**src/rtl/irq_prio_pkg.sv**
```systemverilog
package irq_prio_pkg;

  localparam int SRC_CNT   = 16;
  localparam int PRIO_W    = 3;
  localparam int MODE_W    = 2;
  localparam int ADDR_W    = 8;
  localparam int DATA_W    = 32;
  localparam int SRCS_MODE = DATA_W / (2 * MODE_W * 4) * 4;   // sources per mode word (8)
  localparam int MODE_WORDS = SRC_CNT / SRCS_MODE;
  localparam int LVL_WORDS  = SRC_CNT / 2;
  localparam int IDX_W      = $clog2(SRC_CNT);

  typedef enum logic [2:0] {
    RD_NONE, RD_CTL, RD_MODE, RD_LVL, RD_MASK, RD_PEND, RD_STAT
  } rdSel_e;

  typedef struct packed {
    logic   wrCtl;
    logic   wrMode;
    logic   wrLevel;
    logic   wrMask;
    logic   wrClr;
    logic [2:0] wordIdx;
    rdSel_e rdSel;
  } ctlStb_t;

endpackage

```
**src/rtl/irqp_ctrl.sv**
```systemverilog
module irqp_ctrl
  import irq_prio_pkg::*;
#(
  parameter int AW = ADDR_W
) (
  input  logic          clk,
  input  logic          rst_n,
  input  logic [AW-1:0] busAddr,
  input  logic          busWe,
  output ctlStb_t       stb
);

  localparam logic [AW-1:0] OFS_CTL  = AW'(8'h00);
  localparam logic [AW-1:0] OFS_MODE = AW'(8'h04);
  localparam logic [AW-1:0] OFS_LVL  = AW'(8'h10);
  localparam logic [AW-1:0] OFS_MASK = AW'(8'h40);
  localparam logic [AW-1:0] OFS_CLR  = AW'(8'h60);
  localparam logic [AW-1:0] OFS_PEND = AW'(8'h80);
  localparam logic [AW-1:0] OFS_STAT = AW'(8'hA0);

  logic [AW-1:0] modeOff, lvlOff;
  logic          aligned, isMode, isLvl;

  assign aligned = (busAddr[1:0] == 2'b00);
  assign modeOff = busAddr - OFS_MODE;
  assign lvlOff  = busAddr - OFS_LVL;
  assign isMode  = aligned && (busAddr >= OFS_MODE) && (modeOff < AW'(4 * MODE_WORDS));
  assign isLvl   = aligned && (busAddr >= OFS_LVL) && (lvlOff < AW'(4 * LVL_WORDS));

  always_comb begin
    stb         = '0;
    stb.rdSel   = RD_NONE;
    if (isMode) begin
      stb.rdSel   = RD_MODE;
      stb.wordIdx = 3'(modeOff >> 2);
      stb.wrMode  = busWe;
    end else if (isLvl) begin
      stb.rdSel   = RD_LVL;
      stb.wordIdx = 3'(lvlOff >> 2);
      stb.wrLevel = busWe;
    end else begin
      unique case (busAddr)
        OFS_CTL:  begin stb.rdSel = RD_CTL;  stb.wrCtl  = busWe; end
        OFS_MASK: begin stb.rdSel = RD_MASK; stb.wrMask = busWe; end
        OFS_CLR:  begin stb.wrClr = busWe; end
        OFS_PEND: stb.rdSel = RD_PEND;
        OFS_STAT: stb.rdSel = RD_STAT;
        default:  stb.rdSel = RD_NONE;
      endcase
    end
  end

  // at most one register is written per access
  p_one_write_r1: assert property (@(posedge clk) disable iff (!rst_n)
    $onehot0({stb.wrCtl, stb.wrMode, stb.wrLevel, stb.wrMask, stb.wrClr}));

  // a write strobe only fires while the bus write enable is high
  p_write_needs_we_r1: assert property (@(posedge clk) disable iff (!rst_n)
    (stb.wrCtl || stb.wrMode || stb.wrLevel || stb.wrMask || stb.wrClr) |-> busWe);

endmodule

```
**src/rtl/irqp_datapath.sv**
```systemverilog
module irqp_datapath
  import irq_prio_pkg::*;
#(
  parameter int NSRC = SRC_CNT,
  parameter int PW   = PRIO_W,
  parameter int DW   = DATA_W
) (
  input  logic            clk,
  input  logic            rst_n,
  input  ctlStb_t         stb,
  input  logic [DW-1:0]   wdata,
  input  logic [NSRC-1:0] irqIn,
  output logic [DW-1:0]   rdata,
  output logic            cpuIrq
);

  localparam int IW      = $clog2(NSRC);
  localparam int PER_MW  = 8;

  logic [NSRC-1:0]      syncA, syncB, prevB, edgeLatch;
  logic [NSRC-1:0]      edgeSet, clrVec, active, elig;
  logic [2*NSRC-1:0]    modeVec;
  logic [PW*NSRC-1:0]   lvlVec;
  logic                 ctlEn;
  logic [PW-1:0]        maskLvl;
  logic [DW-1:0]        statReg;
  logic                 irqReg;
  logic [PW-1:0]        bestLvl;
  logic [IW-1:0]        bestIdx;
  logic                 hit;

  // per-source trigger evaluation
  for (genvar n = 0; n < NSRC; n++) begin : g_src
    logic [1:0]    mode;
    logic [PW-1:0] lvl;
    assign mode       = modeVec[2*n +: 2];
    assign lvl        = lvlVec[PW*n +: PW];
    assign edgeSet[n] = mode[1] && (mode[0] ? (syncB[n] && !prevB[n])
                                            : (!syncB[n] && prevB[n]));
    assign active[n]  = mode[1] ? edgeLatch[n] : (mode[0] ? syncB[n] : !syncB[n]);
    assign elig[n]    = active[n] && (lvl > maskLvl);
  end

  assign clrVec = (stb.wrClr && wdata[8]) ? (NSRC'(1) << wdata[IW-1:0]) : '0;

  // arbitration: descending scan with >= so lower index wins ties
  always_comb begin
    bestLvl = '0;
    bestIdx = '0;
    for (int i = NSRC - 1; i >= 0; i--) begin
      if (elig[i] && (lvlVec[PW*i +: PW] >= bestLvl)) begin
        bestLvl = lvlVec[PW*i +: PW];
        bestIdx = IW'(i);
      end
    end
  end

  assign hit = ctlEn && (elig != '0);

  always_ff @(posedge clk or negedge rst_n) begin
    if (!rst_n) begin
      syncA     <= '0;
      syncB     <= '0;
      prevB     <= '0;
      edgeLatch <= '0;
      modeVec   <= '0;
      lvlVec    <= '0;
      ctlEn     <= 1'b0;
      maskLvl   <= '0;
      statReg   <= '0;
      irqReg    <= 1'b0;
    end else begin
      syncA     <= irqIn;
      syncB     <= syncA;
      prevB     <= syncB;
      edgeLatch <= (edgeLatch & ~clrVec) | edgeSet;
      if (stb.wrCtl)  ctlEn   <= wdata[0];
      if (stb.wrMask) maskLvl <= wdata[PW-1:0];
      for (int i = 0; i < NSRC; i++) begin
        if (stb.wrMode && (32'(i / PER_MW) == 32'(stb.wordIdx)))
          modeVec[2*i +: 2] <= wdata[2*(i % PER_MW) +: 2];
        if (stb.wrLevel && (32'(i / 2) == 32'(stb.wordIdx)))
          lvlVec[PW*i +: PW] <= wdata[8*(i % 2) +: PW];
      end
      irqReg  <= hit;
      statReg <= '0;
      statReg[16]     <= !hit;
      if (hit) begin
        statReg[8 +: PW] <= bestLvl;
        statReg[0 +: IW] <= bestIdx;
      end
    end
  end

  always_comb begin
    rdata = '0;
    unique case (stb.rdSel)
      RD_CTL:  rdata[0] = ctlEn;
      RD_MASK: rdata[PW-1:0] = maskLvl;
      RD_PEND: rdata[NSRC-1:0] = edgeLatch;
      RD_STAT: rdata = statReg;
      RD_MODE:
        for (int i = 0; i < NSRC; i++)
          if (32'(i / PER_MW) == 32'(stb.wordIdx))
            rdata[2*(i % PER_MW) +: 2] = modeVec[2*i +: 2];
      RD_LVL:
        for (int i = 0; i < NSRC; i++)
          if (32'(i / 2) == 32'(stb.wordIdx))
            rdata[8*(i % 2) +: PW] = lvlVec[PW*i +: PW];
      default: rdata = '0;
    endcase
  end

  assign cpuIrq = irqReg;

  // forwarding stops one clock after the enable drops
  p_off_when_disabled_r2: assert property (@(posedge clk) disable iff (!rst_n)
    !ctlEn |=> (!cpuIrq && statReg[16]));

  // detected edges are captured in the latch
  p_edge_captured_r4: assert property (@(posedge clk) disable iff (!rst_n)
    (edgeSet != '0) |=> ((edgeLatch & $past(edgeSet)) == $past(edgeSet)));

  // a clear command with no competing edge empties the latch
  p_clear_drops_r10: assert property (@(posedge clk) disable iff (!rst_n)
    ((clrVec & ~edgeSet) != '0) |=> ((edgeLatch & $past(clrVec & ~edgeSet)) == '0));

  // a forwarded winner sits above the threshold that selected it
  p_above_mask_r8: assert property (@(posedge clk) disable iff (!rst_n)
    (cpuIrq && $stable(maskLvl)) |-> (statReg[8 +: PW] > maskLvl));

  // pending flag and the interrupt output agree after the first update
  p_flag_agrees_r11: assert property (@(posedge clk) disable iff (!rst_n)
    $past(rst_n) |=> (cpuIrq == !statReg[16]));

endmodule

```
**src/rtl/irq_prio_ctrl.sv**
```systemverilog
module irq_prio_ctrl
  import irq_prio_pkg::*;
#(
  parameter int NSRC = SRC_CNT,
  parameter int AW   = ADDR_W,
  parameter int DW   = DATA_W
) (
  input  logic            clk,
  input  logic            rst_n,
  input  logic [AW-1:0]   busAddr,
  input  logic            busWe,
  input  logic [DW-1:0]   busWdata,
  output logic [DW-1:0]   busRdata,
  input  logic [NSRC-1:0] irqIn,
  output logic            cpuIrq
);

  ctlStb_t stb;

  irqp_ctrl #(.AW(AW)) u_ctrl (
    .clk     (clk),
    .rst_n   (rst_n),
    .busAddr (busAddr),
    .busWe   (busWe),
    .stb     (stb)
  );

  irqp_datapath #(.NSRC(NSRC), .PW(PRIO_W), .DW(DW)) u_dp (
    .clk    (clk),
    .rst_n  (rst_n),
    .stb    (stb),
    .wdata  (busWdata),
    .irqIn  (irqIn),
    .rdata  (busRdata),
    .cpuIrq (cpuIrq)
  );

endmodule

```
**config.mk**
```make
export PLATFORM = sky130hd
export DESIGN_NAME = irq_prio_ctrl
export DESIGN_NICKNAME = d
export VERILOG_FILES = /design/src/rtl/irq_prio_pkg.sv /design/src/rtl/irqp_ctrl.sv /design/src/rtl/irqp_datapath.sv /design/src/rtl/irq_prio_ctrl.sv
export SDC_FILE = /design/constraint.sdc
export NUM_CORES = 1
export LEC_CHECK = 0
export CORE_ASPECT_RATIO = 0.8
export CORE_MARGIN = 3
export CORE_UTILIZATION = 53
export DETAILED_ROUTE_END_ITERATION = 16
export MAX_ROUTING_LAYER = met4
export PLACE_DENSITY = 0.88
export REMOVE_ABC_BUFFERS = 1
export SYNTH_ARGS = -nofsm -noshare
export SYNTH_HDL_FRONTEND = slang
export SYNTH_HIERARCHICAL = 1
export SYNTH_SLANG_ARGS = --single-unit
export TNS_END_PERCENT = 100
```
**constraint.sdc**
```tcl
create_clock -name clk -period 21.2 [get_ports clk]
set_input_delay 5.3 -clock clk [delete_from_list [all_inputs] [get_ports clk]]
set_output_delay 5.3 -clock clk [all_outputs]
set_load 0.03 [all_outputs]
```
Yosys cells after proc, flatten, opt, wreduce, memory -nomap -nowiden
Cells that the tools add are included.

Register bits after elaboration: 157. Output and inout port bits: 33.

$add $sub $neg: 2. Magnitude comparators: 36. Equality and inequality tests: 17. Shifts and indexed selects: 1. Multiplexer cells: 134. Bitwise operators: 3. Reductions and logical operators: 133.

Operators with widths (number): $mux 3 (36); $logic_and 1x1->1 (96); $mux 4 (17); $mux 1 (56); $gt 3x3->1 (16); $ge 3x3->1 (15); $mux 2 (17); $logic_not 1->1 (33); $pmux 3 s4 (2); $and 16x16->16 (1); $eq 8x7->1 const B (2); $eq 8x8->1 const B (2); $mux 16 (1); $not 16->16 (1); $or 16x16->16 (1); $reduce_bool 16->1 (1); $shl 1x4->16 const A (1); $pmux 5 s3 (1); $eq 3x3->1 const A (4); $pmux 2 s5 (1); $pmux 5 s2 (1); $eq 3x3->1 const B (3); $ge 8x3->1 const B (1); $ge 8x5->1 const B (1); 14 further kinds (16).

Logic depth before layout (Yosys ltp)
Gate-level depths: netlist (run 1).

Depth in word-level cells: 52. Gate-level depth with buffers: 109. Gate-level depth less buffers: 109.

By module
Netlist (run 1), hierarchy kept.

By module, submodules not included: irqp_datapath (times used 1, cells an instance 1034, area an instance 9972.1 um^2, seq. area each 3928.8 um^2); irqp_ctrl (times used 1, cells an instance 54, area an instance 407.9 um^2, seq. area each 0.0 um^2).

Worst setup path before layout (run 1)
No wires, ideal clock.

Path type: register to register. Start point: reg u_dp.maskLvl[2]. End point: reg u_dp.statReg[3]. Library setup time: 0.101 ns. Data arrival time: 20.829 ns. Data required time: 21.099 ns. Slack: 0.270 ns. Cell stages (with the launch flop): 104. Buffers on the path: 0. Cells stage by stage: dfrtp_1 -> inv_1 -> ha_1 -> a32oi_1 -> nand3_1 -> ha_1 -> a21o_1 -> a31oi_1 -> or3_4 -> mux2i_1 -> inv_1 -> ha_1 -> nand2b_1 -> maj3_2 -> maj3_2 -> o21a_1 -> ha_1 -> nand2b_1 -> (+68 left out) -> nand2b_1 -> o22ai_1 -> a21boi_0 -> o211a_1 -> o21a_1 -> ha_1 -> nand2b_1 -> a21oi_1 -> nor2b_1 -> o21ai_1 -> mux2_4 -> ha_1 -> nand2b_1 -> a21oi_1 -> nor2b_1 -> o21ai_1 -> nand3_1 -> nor4_1.

Word-level cells in the longest chain between the ends: 50. Elaborated cells on any way between the ends: 97. Those cells by class: order compare (31); mux (32); reduce/logical (34).

Ends and longest elaborated chain: start: declaration (RTL line irqp_datapath.sv:25) `logic [PW-1:0] maskLvl;`; start signal: assignment (RTL line irqp_datapath.sv:78) `if (stb.wrMask) maskLvl <= wdata[PW-1:0];`; $gt 3x3->1 (RTL line irqp_datapath.sv:41) `assign elig[n] = active[n] && (lvl > maskLvl);`; $logic_and 1x1->1 (RTL line irqp_datapath.sv:41); $logic_and 1x1->1 (RTL line irqp_datapath.sv:51) `if (elig[i] && (lvlVec[PW*i +: PW] >= bestLvl)) begin`; $mux 3 (RTL line irqp_datapath.sv:51); $ge 3x3->1 (RTL line irqp_datapath.sv:51); $logic_and 1x1->1 (RTL line irqp_datapath.sv:51); $mux 3 (RTL line irqp_datapath.sv:51); $ge 3x3->1 (RTL line irqp_datapath.sv:51); (+34 left out); $mux 3 (RTL line irqp_datapath.sv:51); $ge 3x3->1 (RTL line irqp_datapath.sv:51); $logic_and 1x1->1 (RTL line irqp_datapath.sv:51); $mux 3 (RTL line irqp_datapath.sv:51); $ge 3x3->1 (RTL line irqp_datapath.sv:51); $logic_and 1x1->1 (RTL line irqp_datapath.sv:51); $mux 4 (RTL line irqp_datapath.sv:51); $mux 4 * (RTL line irqp_datapath.sv:88) `if (hit) begin`; end signal: indexed assignment (RTL line irqp_datapath.sv:89) `statReg[8 +: PW] <= bestLvl;`; end signal: indexed assignment (RTL line irqp_datapath.sv:90) `statReg[0 +: IW] <= bestIdx;`; end: declaration (RTL line irqp_datapath.sv:26) `logic [DW-1:0] statReg;`.

Every way passes the cells marked *; elsewhere a longest branch is shown, timed or not. A chain may end at the register's enable or synchronous reset.

Final worst setup path (run 1)
Start point: reg u_dp.maskLvl[2]. End point: reg u_dp.statReg[8].

Word-level cells in the longest chain between the ends: 50. Elaborated cells on any way between the ends: 82. Those cells by class: order compare (31); mux (17); reduce/logical (34).

Ends and longest elaborated chain (RTL line): $gt 3x3->1 (irqp_datapath.sv:41); $logic_and 1x1->1 (irqp_datapath.sv:41); $logic_and 1x1->1 (irqp_datapath.sv:51); $mux 3 (irqp_datapath.sv:51); $ge 3x3->1 (irqp_datapath.sv:51); $logic_and 1x1->1 (irqp_datapath.sv:51); $mux 3 (irqp_datapath.sv:51); $ge 3x3->1 (irqp_datapath.sv:51); (+34 left out); $mux 3 (irqp_datapath.sv:51); $ge 3x3->1 (irqp_datapath.sv:51); $logic_and 1x1->1 (irqp_datapath.sv:51); $mux 3 (irqp_datapath.sv:51); $ge 3x3->1 (irqp_datapath.sv:51); $logic_and 1x1->1 (irqp_datapath.sv:51); $mux 3 (irqp_datapath.sv:51); $mux 3 * (irqp_datapath.sv:88).

Marks and branches as above.

==> flow_summary.json, run 1 <==
{
  "syn-instance-count": 1088,
  "worst_slew_pin_slew_ps": 1410,
  "fin_util_pct": 67.0,
  "clk_pin_slew_ps": 70,
  "dp.cells": 1410,
  "ys_seq_area_share_pct": 37.8,
  "hold_violations": 0,
  "routed_wl_um": 32600,
  "cap_violations": 0,
  "htree_levels": 4,
  "drive_above_1_share_pct": 24.0,
  "synth_top_family_by_area": "simple AND/OR/NAND/NOR gates",
  "hold_ws_ps": 350,
  "viasPerCell": 6.66,
  "crit_path_end_kind": "register",
  "clock_path_buffers": 2,
  "synth_edf_count": 0,
  "die_x_um": 162,
  "synth_top_area_cell": "dfrtp_1",
  "setup_violations": 0,
  "postLayoutCellArea_um2": 12800,
  "antenna_found_initial": 0,
  "core_area_um2": 19100,
  "hpwlAfterDp_um": 21200,
  "drcViolationCount": 0,
  "preCtsSetupSlack_ps": -656,
  "clk_root_buffer_cell": "clkbuf_16",
  "fillers": 1283,
  "r2r_start": "u_dp/maskLvl[2]",
  "synth-simple-area-share_pct": 17.2,
  "rows": 45,
  "fin_crit_sh_pct": 98.7,
  "yosysUniqueCellTypes": 75,
  "synth_top_area_share_pct": 37.8,
  "fin_skew_ps": 9.53,
  "grt_max_degree": 85,
  "synth_area_um2": 10400,
  "cts_sinks": 157,
  "cts_tree": "yes",
  "ys_warn_count": 6,
  "async_reset_ff_share_pct": 100,
  "ctsHoldBuffers": 0,
  "cts_made_buffers": 17,
  "period_minus_slack_ps": 20920,
  "synthMuxAreaShare_pct": 12.5,
  "grt-ovfl-total": 0,
  "synthXorXnorAreaFrac_pct": 1.60,
  "critPathMaxFanout": 7,
  "antenna_cells": 0,
  "cpPeakStageDelay_ps": 390,
  "status": "finished, final reports clean",
  "required_ps": 21490,
  "antenna_left": 0,
  "clock.fmax_ghz": 0.0478,
  "cp.arrival_ps": 21210,
  "crit_type": "register to register",
  "die_area_um2": 21300,
  "synthTopCellsByArea": "dfrtp_1, ha_1, mux2_2, nand2_1, o21ai_0",
  "clock_latency_ps": 440,
  "crit_slowest_cell": "dfrtp_1",
  "fin_cells": 1476,
  "drtIter0Drc": 1341,
  "grt.total_usage_pct": 30.2,
  "synth_seq_cells": 157,
  "slew_viol_final": 0,
  "via_count": 9826,
  "fp.dieH_um": 131,
  "place_congestion": 0.926,
  "finalWorstSetupSlack_ps": 283,
  "syn_avg_cell_area_um2": 9.54,
  "ir_drop_mv": 0.0555,
  "initial_core_util_pct": 54.4,
  "slew_headroom_pct": 4.93,
  "portBuffers": 60,
  "powerDensity_nw_per_um2": 59.5,
  "fin_tns_setup_ps": 0,
  "grt_pass1_vias": 9349,
  "synth_compound_area_share_pct": 16.8,
  "hold_path_class": "register to register",
  "grt_first_pass_wirelength_um": 49600,
  "ys.flop_type": "dfrtp_1",
  "dr.pass1.iters": 6,
  "area_growth_pct": 23.2,
  "ios": 92,
  "synthAdderAreaFrac_pct": 9.64,
  "start_kind": "register",
  "final_nets": 1339,
  "wl_per_cell_um": 22.1,
  "place_area_um2": 11400,
  "power_mw": 0.761,
  "hold_start": "u_dp/syncA[10]",
  "crit_start": "u_dp/maskLvl[2]",
  "p_leak_nw": 5.63
}
==> cell type report <==
class | count | area [um^2] | area share [%]
inverters | 51 | 191 | 1.50
clock buffers | 17 | 425 | 3.33
clock inverters | 15 | 194 | 1.52
repair buffers | 133 | 1160 | 9.08
well taps | 258 | 323 | 2.53
multi-input cells | 845 | 6560 | 51.3
flip-flops and latches | 157 | 3930 | 30.7
==> Yosys cell counts (6+ instances only) <==
library cell,n
xnor2_1,6
buf_4,15
o211a_1,6
clkbuf_1,24
o221ai_1,10
a22oi_1,22
nor3_1,13
xor2_1,13
mux2i_1,12
o21a_1,9
or3_1,6
mux4_2,11
a21boi_0,7
nor2b_1,6
mux2_2,79
a31oi_1,7
ha_1,75
a21oi_1,46
dfrtp_1,157
o211ai_1,12
inv_1,51
and3_1,12
nand3b_1,12
nand2b_1,23
nor4_1,8
nand2_1,151
nand3_1,28
a21o_1,11
nor3b_1,6
buf_1,6
a311oi_1,9
nor2_1,47
and2_1,21
nand4_1,7
o21ai_0,86
==> kinds of logic (layout without fill, tap and decap cells) <==
kind of cell	after synthesis	in the layout
AO/OA/AOI/OAI	264	264
XOR/XNOR	19	19
adder cells (fa/ha/maj)	81	81
buffers and inverters	100	216
multiplexers	105	105
other	1	15
flip-flops	157	157
AND/OR/NAND/NOR	361	361
==> final timing paths <==
check | to | slack [ps] | cells past startpoint
min reg2reg | u_dp/syncB[10] | 350 | 0
max reg2reg | u_dp/statReg[8] | 280 | 113
max in group asynchronous | u_dp/lvlVec[44] | 14840 | 2
max | u_dp/statReg[8] | 280 | 113
min | u_dp/syncB[10] | 350 | 0
min in group asynchronous | u_dp/syncB[0] | 4870 | 1
==> cells in the final DEF (no fill, tap or decap), types with 26 or more instances in the layout <==
cell type and n:
a21oi_1 38, mux2_2 74, buf_4 70, o21ai_0 82, dfrtp_1 157, nand2_1 148
inv_1 48, nand3_1 26, ha_1 67, clkdlybuf4s50_1 59, nor2_1 44
==> report_power, final <==
group,switching [mW],leakage (nW),internal (mW)
logic,0.0677,3.39,0.0488
clock network,0.146,0.299,0.171
registers,0.0157,1.94,0.312
total,0.229,5.63,0.532
==> sequential cells by signal, summed over array words and instances (netlist names) <==
| signal | flops |
|---|---|
| u_dp/syncA | 16 |
| u_dp/edgeLatch | 16 |
| u_dp/syncB | 16 |
| u_dp/cpuIrq | 1 |
| u_dp/modeVec | 32 |
| u_dp/statReg | 8 |
| u_dp/maskLvl | 3 |
| u_dp/lvlVec | 48 |
| u_dp/prevB | 16 |
| u_dp/ctlEn | 1 |
==> per-layer routing <==
| layer | vias to the layer above | part of all wire [%] | GRT usage (%) |
|---|---|---|---|
| met4 | 0 | 4.6 | 13.1 |
| met2 | 712 | 46 | 45.4 |
| li1 | 4193 | - | - |
| met1 | 4751 | 38 | 39.5 |
| met5 | - | 0 | - |
| met3 | 170 | 11 | 6.56 |
==> critical path, delay by kind of cell, from the launching register on <==
family	cells	cell delay (ps)
AOI/OAI and AO/OA	34	6020
adders and majority gates	19	5390
and+or+nand+nor	35	4530
muxes	7	2310
buffers and inverters	18	2100
DFF	1	390
==> what timing repair did <==
item	CTS	global route
pin swaps	15	38
endpoints found under the hold margin	0	0
setup buffers	19	15
setup endpoints to repair	7	7
resized for setup	27	70
(Power assumes the default switching activity.)
==> run 2: changes to the inputs <==
Settings changed: GPL_ROUTABILITY_DRIVEN set to 1, SLEW_MARGIN set to 40.
==> run 2 against run 1 <==
  * Fmax decreased by 0.40%
  * Cell count decreased by 0.27%
  * Clock skew is 0.66 ps lower
  * Die area unchanged
  * Core utilization shrank 0.18 points
  * First-iteration DRC count is 1.3% lower
  * Critical endpoint is now u_dp/statReg[2]
  * Largest cell class unchanged
==> flow_summary.json, run 2 (synthesis gave the netlist of run 1 again) <==
{
  "clock.fmax_ghz": 0.0476,
  "setup_violations": 0,
  "mostFrequentLayoutCell": "dfrtp_1",
  "crit_path_end_kind": "register",
  "core_area_um2": 19100,
  "grt_max_degree": 85,
  "final_cell_mix": "dfrtp_1, nand2_1, o21ai_0",
  "clk_root_buffer_cell": "clkbuf_16",
  "via_count": 9748,
  "regMostFlops": "u_dp/lvlVec",
  "cts_sinks": 157,
  "place_congestion": 0.926,
  "worst_slew_pin_slew_ps": 881,
  "comb_power_share_pct": 15.0,
  "drcViolationCount": 0,
  "slew_headroom_pct": 40.7,
  "clock_path_buffers": 2,
  "cts_made_buffers": 17,
  "ctsHoldBuffers": 0,
  "required_ps": 21510,
  "grt.total_usage_pct": 29.7,
  "cpLargestDelayFamily": "adder cells",
  "finalWorstSetupSlack_ps": 200,
  "cp.arrival_ps": 21310,
  "ios": 92,
  "hold_violations": 0,
  "period_minus_slack_ps": 21000,
  "fin_skew_ps": 8.87,
  "clock_latency_ps": 440,
  "p_switching_mw": 0.227,
  "top_regs": "u_dp/lvlVec (48), u_dp/modeVec (32)",
  "antenna_left": 0,
  "fp.dieH_um": 131,
  "hold_path_class": "register to register",
  "area_growth_pct": 22.8,
  "crit_type": "register to register",
  "initial_core_util_pct": 54.4,
  "swShare_pct": 29.5,
  "intPower_mw": 0.544,
  "clk_pin_slew_ps": 70,
  "start_kind": "register",
  "slew_viol_final": 0,
  "dr.pass1.iters": 7,
  "power_mw": 0.771,
  "hpwlAfterDp_um": 21300,
  "drtIter0Drc": 1324,
  "hold_path_depth": 0,
  "cpPeakStageDelay_ps": 440,
  "antenna_found_initial": 0,
  "final_nets": 1335,
  "die_x_um": 162,
  "drive_above_1_share_pct": 23.6,
  "grt_first_pass_wirelength_um": 48800,
  "status": "finished, final reports clean",
  "cts_tree": "yes",
  "critPathMaxFanout": 5,
  "htree_levels": 4,
  "fin_crit_sh_pct": 99.1,
  "portBuffers": 60,
  "p_leak_nw": 5.63,
  "preCtsSetupSlack_ps": -479,
  "worstSetupPathDepth": 107,
  "wl_per_cell_um": 22.3,
  "reg2reg_slack_ps": 200,
  "r2r_cells": 107,
  "antenna_cells": 0,
  "powerDensity_nw_per_um2": 60.5,
  "grt_pass1_vias": 9162,
  "grt-ovfl-total": 0,
  "die_area_um2": 21300,
  "cp_num_buf_inv": 6,
  "seqPwrFrac_pct": 42.6,
  "routed_wl_um": 32900,
  "largest_reg_flops": 48,
  "cap_violations": 0,
  "crit_slowest_cell": "dfrtp_1",
  "viasPerCell": 6.62,
  "critPathMostFrequentCell": "nand2b_4",
  "ir_drop_mv": 0.0619,
  "fin_tns_setup_ps": 0,
  "pwr-share-clk_pct": 42.4,
  "rows": 45
}
## run 2: cell count changes in the layout (fill, tap and decap cells not counted), moves of 2 or more
cell      delta
nor2_1       +2
a311oi_1     -2
buf_4        -5
a21oi_2      -3
inv_8        +2
a311oi_2     +2
a21oi_1      +3
inv_6        -2
## run 2: stage by stage
stage	instance area [um^2]	util [%]	hold slack, ps	instances
5_1_grt	12700	66.8	357	1472
2_1_floorplan	10200	-	331	1053
6_report	12700	66.8	347	1472
4_1_cts	12200	64.1	351	1451
3_5_place_dp	11400	59.9	335	1411
3_3_place_gp	11400	59.8	331	1410
## run 2: final timing paths
check / start / endpoint
max: u_dp/lvlVec[46] / u_dp/statReg[2]
min: u_dp/syncA[10] / u_dp/syncB[10]
max reg2reg: u_dp/lvlVec[46] / u_dp/statReg[2]
min reg2reg: u_dp/syncA[10] / u_dp/syncB[10]
max in group asynchronous: rst_n / u_dp/syncA[13]
min in group asynchronous: rst_n / u_dp/modeVec[0]
## run 2: power groups by stage
stage	combinational (mW)	sequential [mW]	clock, mW
after floorplan	0.0592	0.328	0
after detailed placement	0.102	0.332	0
after global routing	0.125	0.329	0.341
after CTS	0.105	0.327	0.330
after global placement	0.0970	0.331	0
final	0.116	0.328	0.327
## run 2: layer usage
layer  track usage [%]  routed length [um]  vias to the layer above
li1                  -                   -                     4191
met1              37.9               12300                     4656
met2              44.8               15000                      726
met3              7.69                3840                      175
met4              12.8                1740                        0
met5                 -                   0                        -
## run 2: cell type report
class	count	area [um^2]
Tap cell	258	323
Multi-Input combinational cell	845	6530
Timing Repair Buffer	129	1130
Fill cell	1291	6340
Sequential cell	157	3930
Clock buffer	17	425
Inverter	51	191
Clock inverter	15	221
## run 2: timing repair
action | CTS | global route
endpoints found under the hold margin | 0 | 0
setup buffers | 8 | 21
pin swaps | 14 | 39
setup endpoints to repair | 7 | 7
gates cloned | 0 | 0
gates resized for setup | 21 | 62
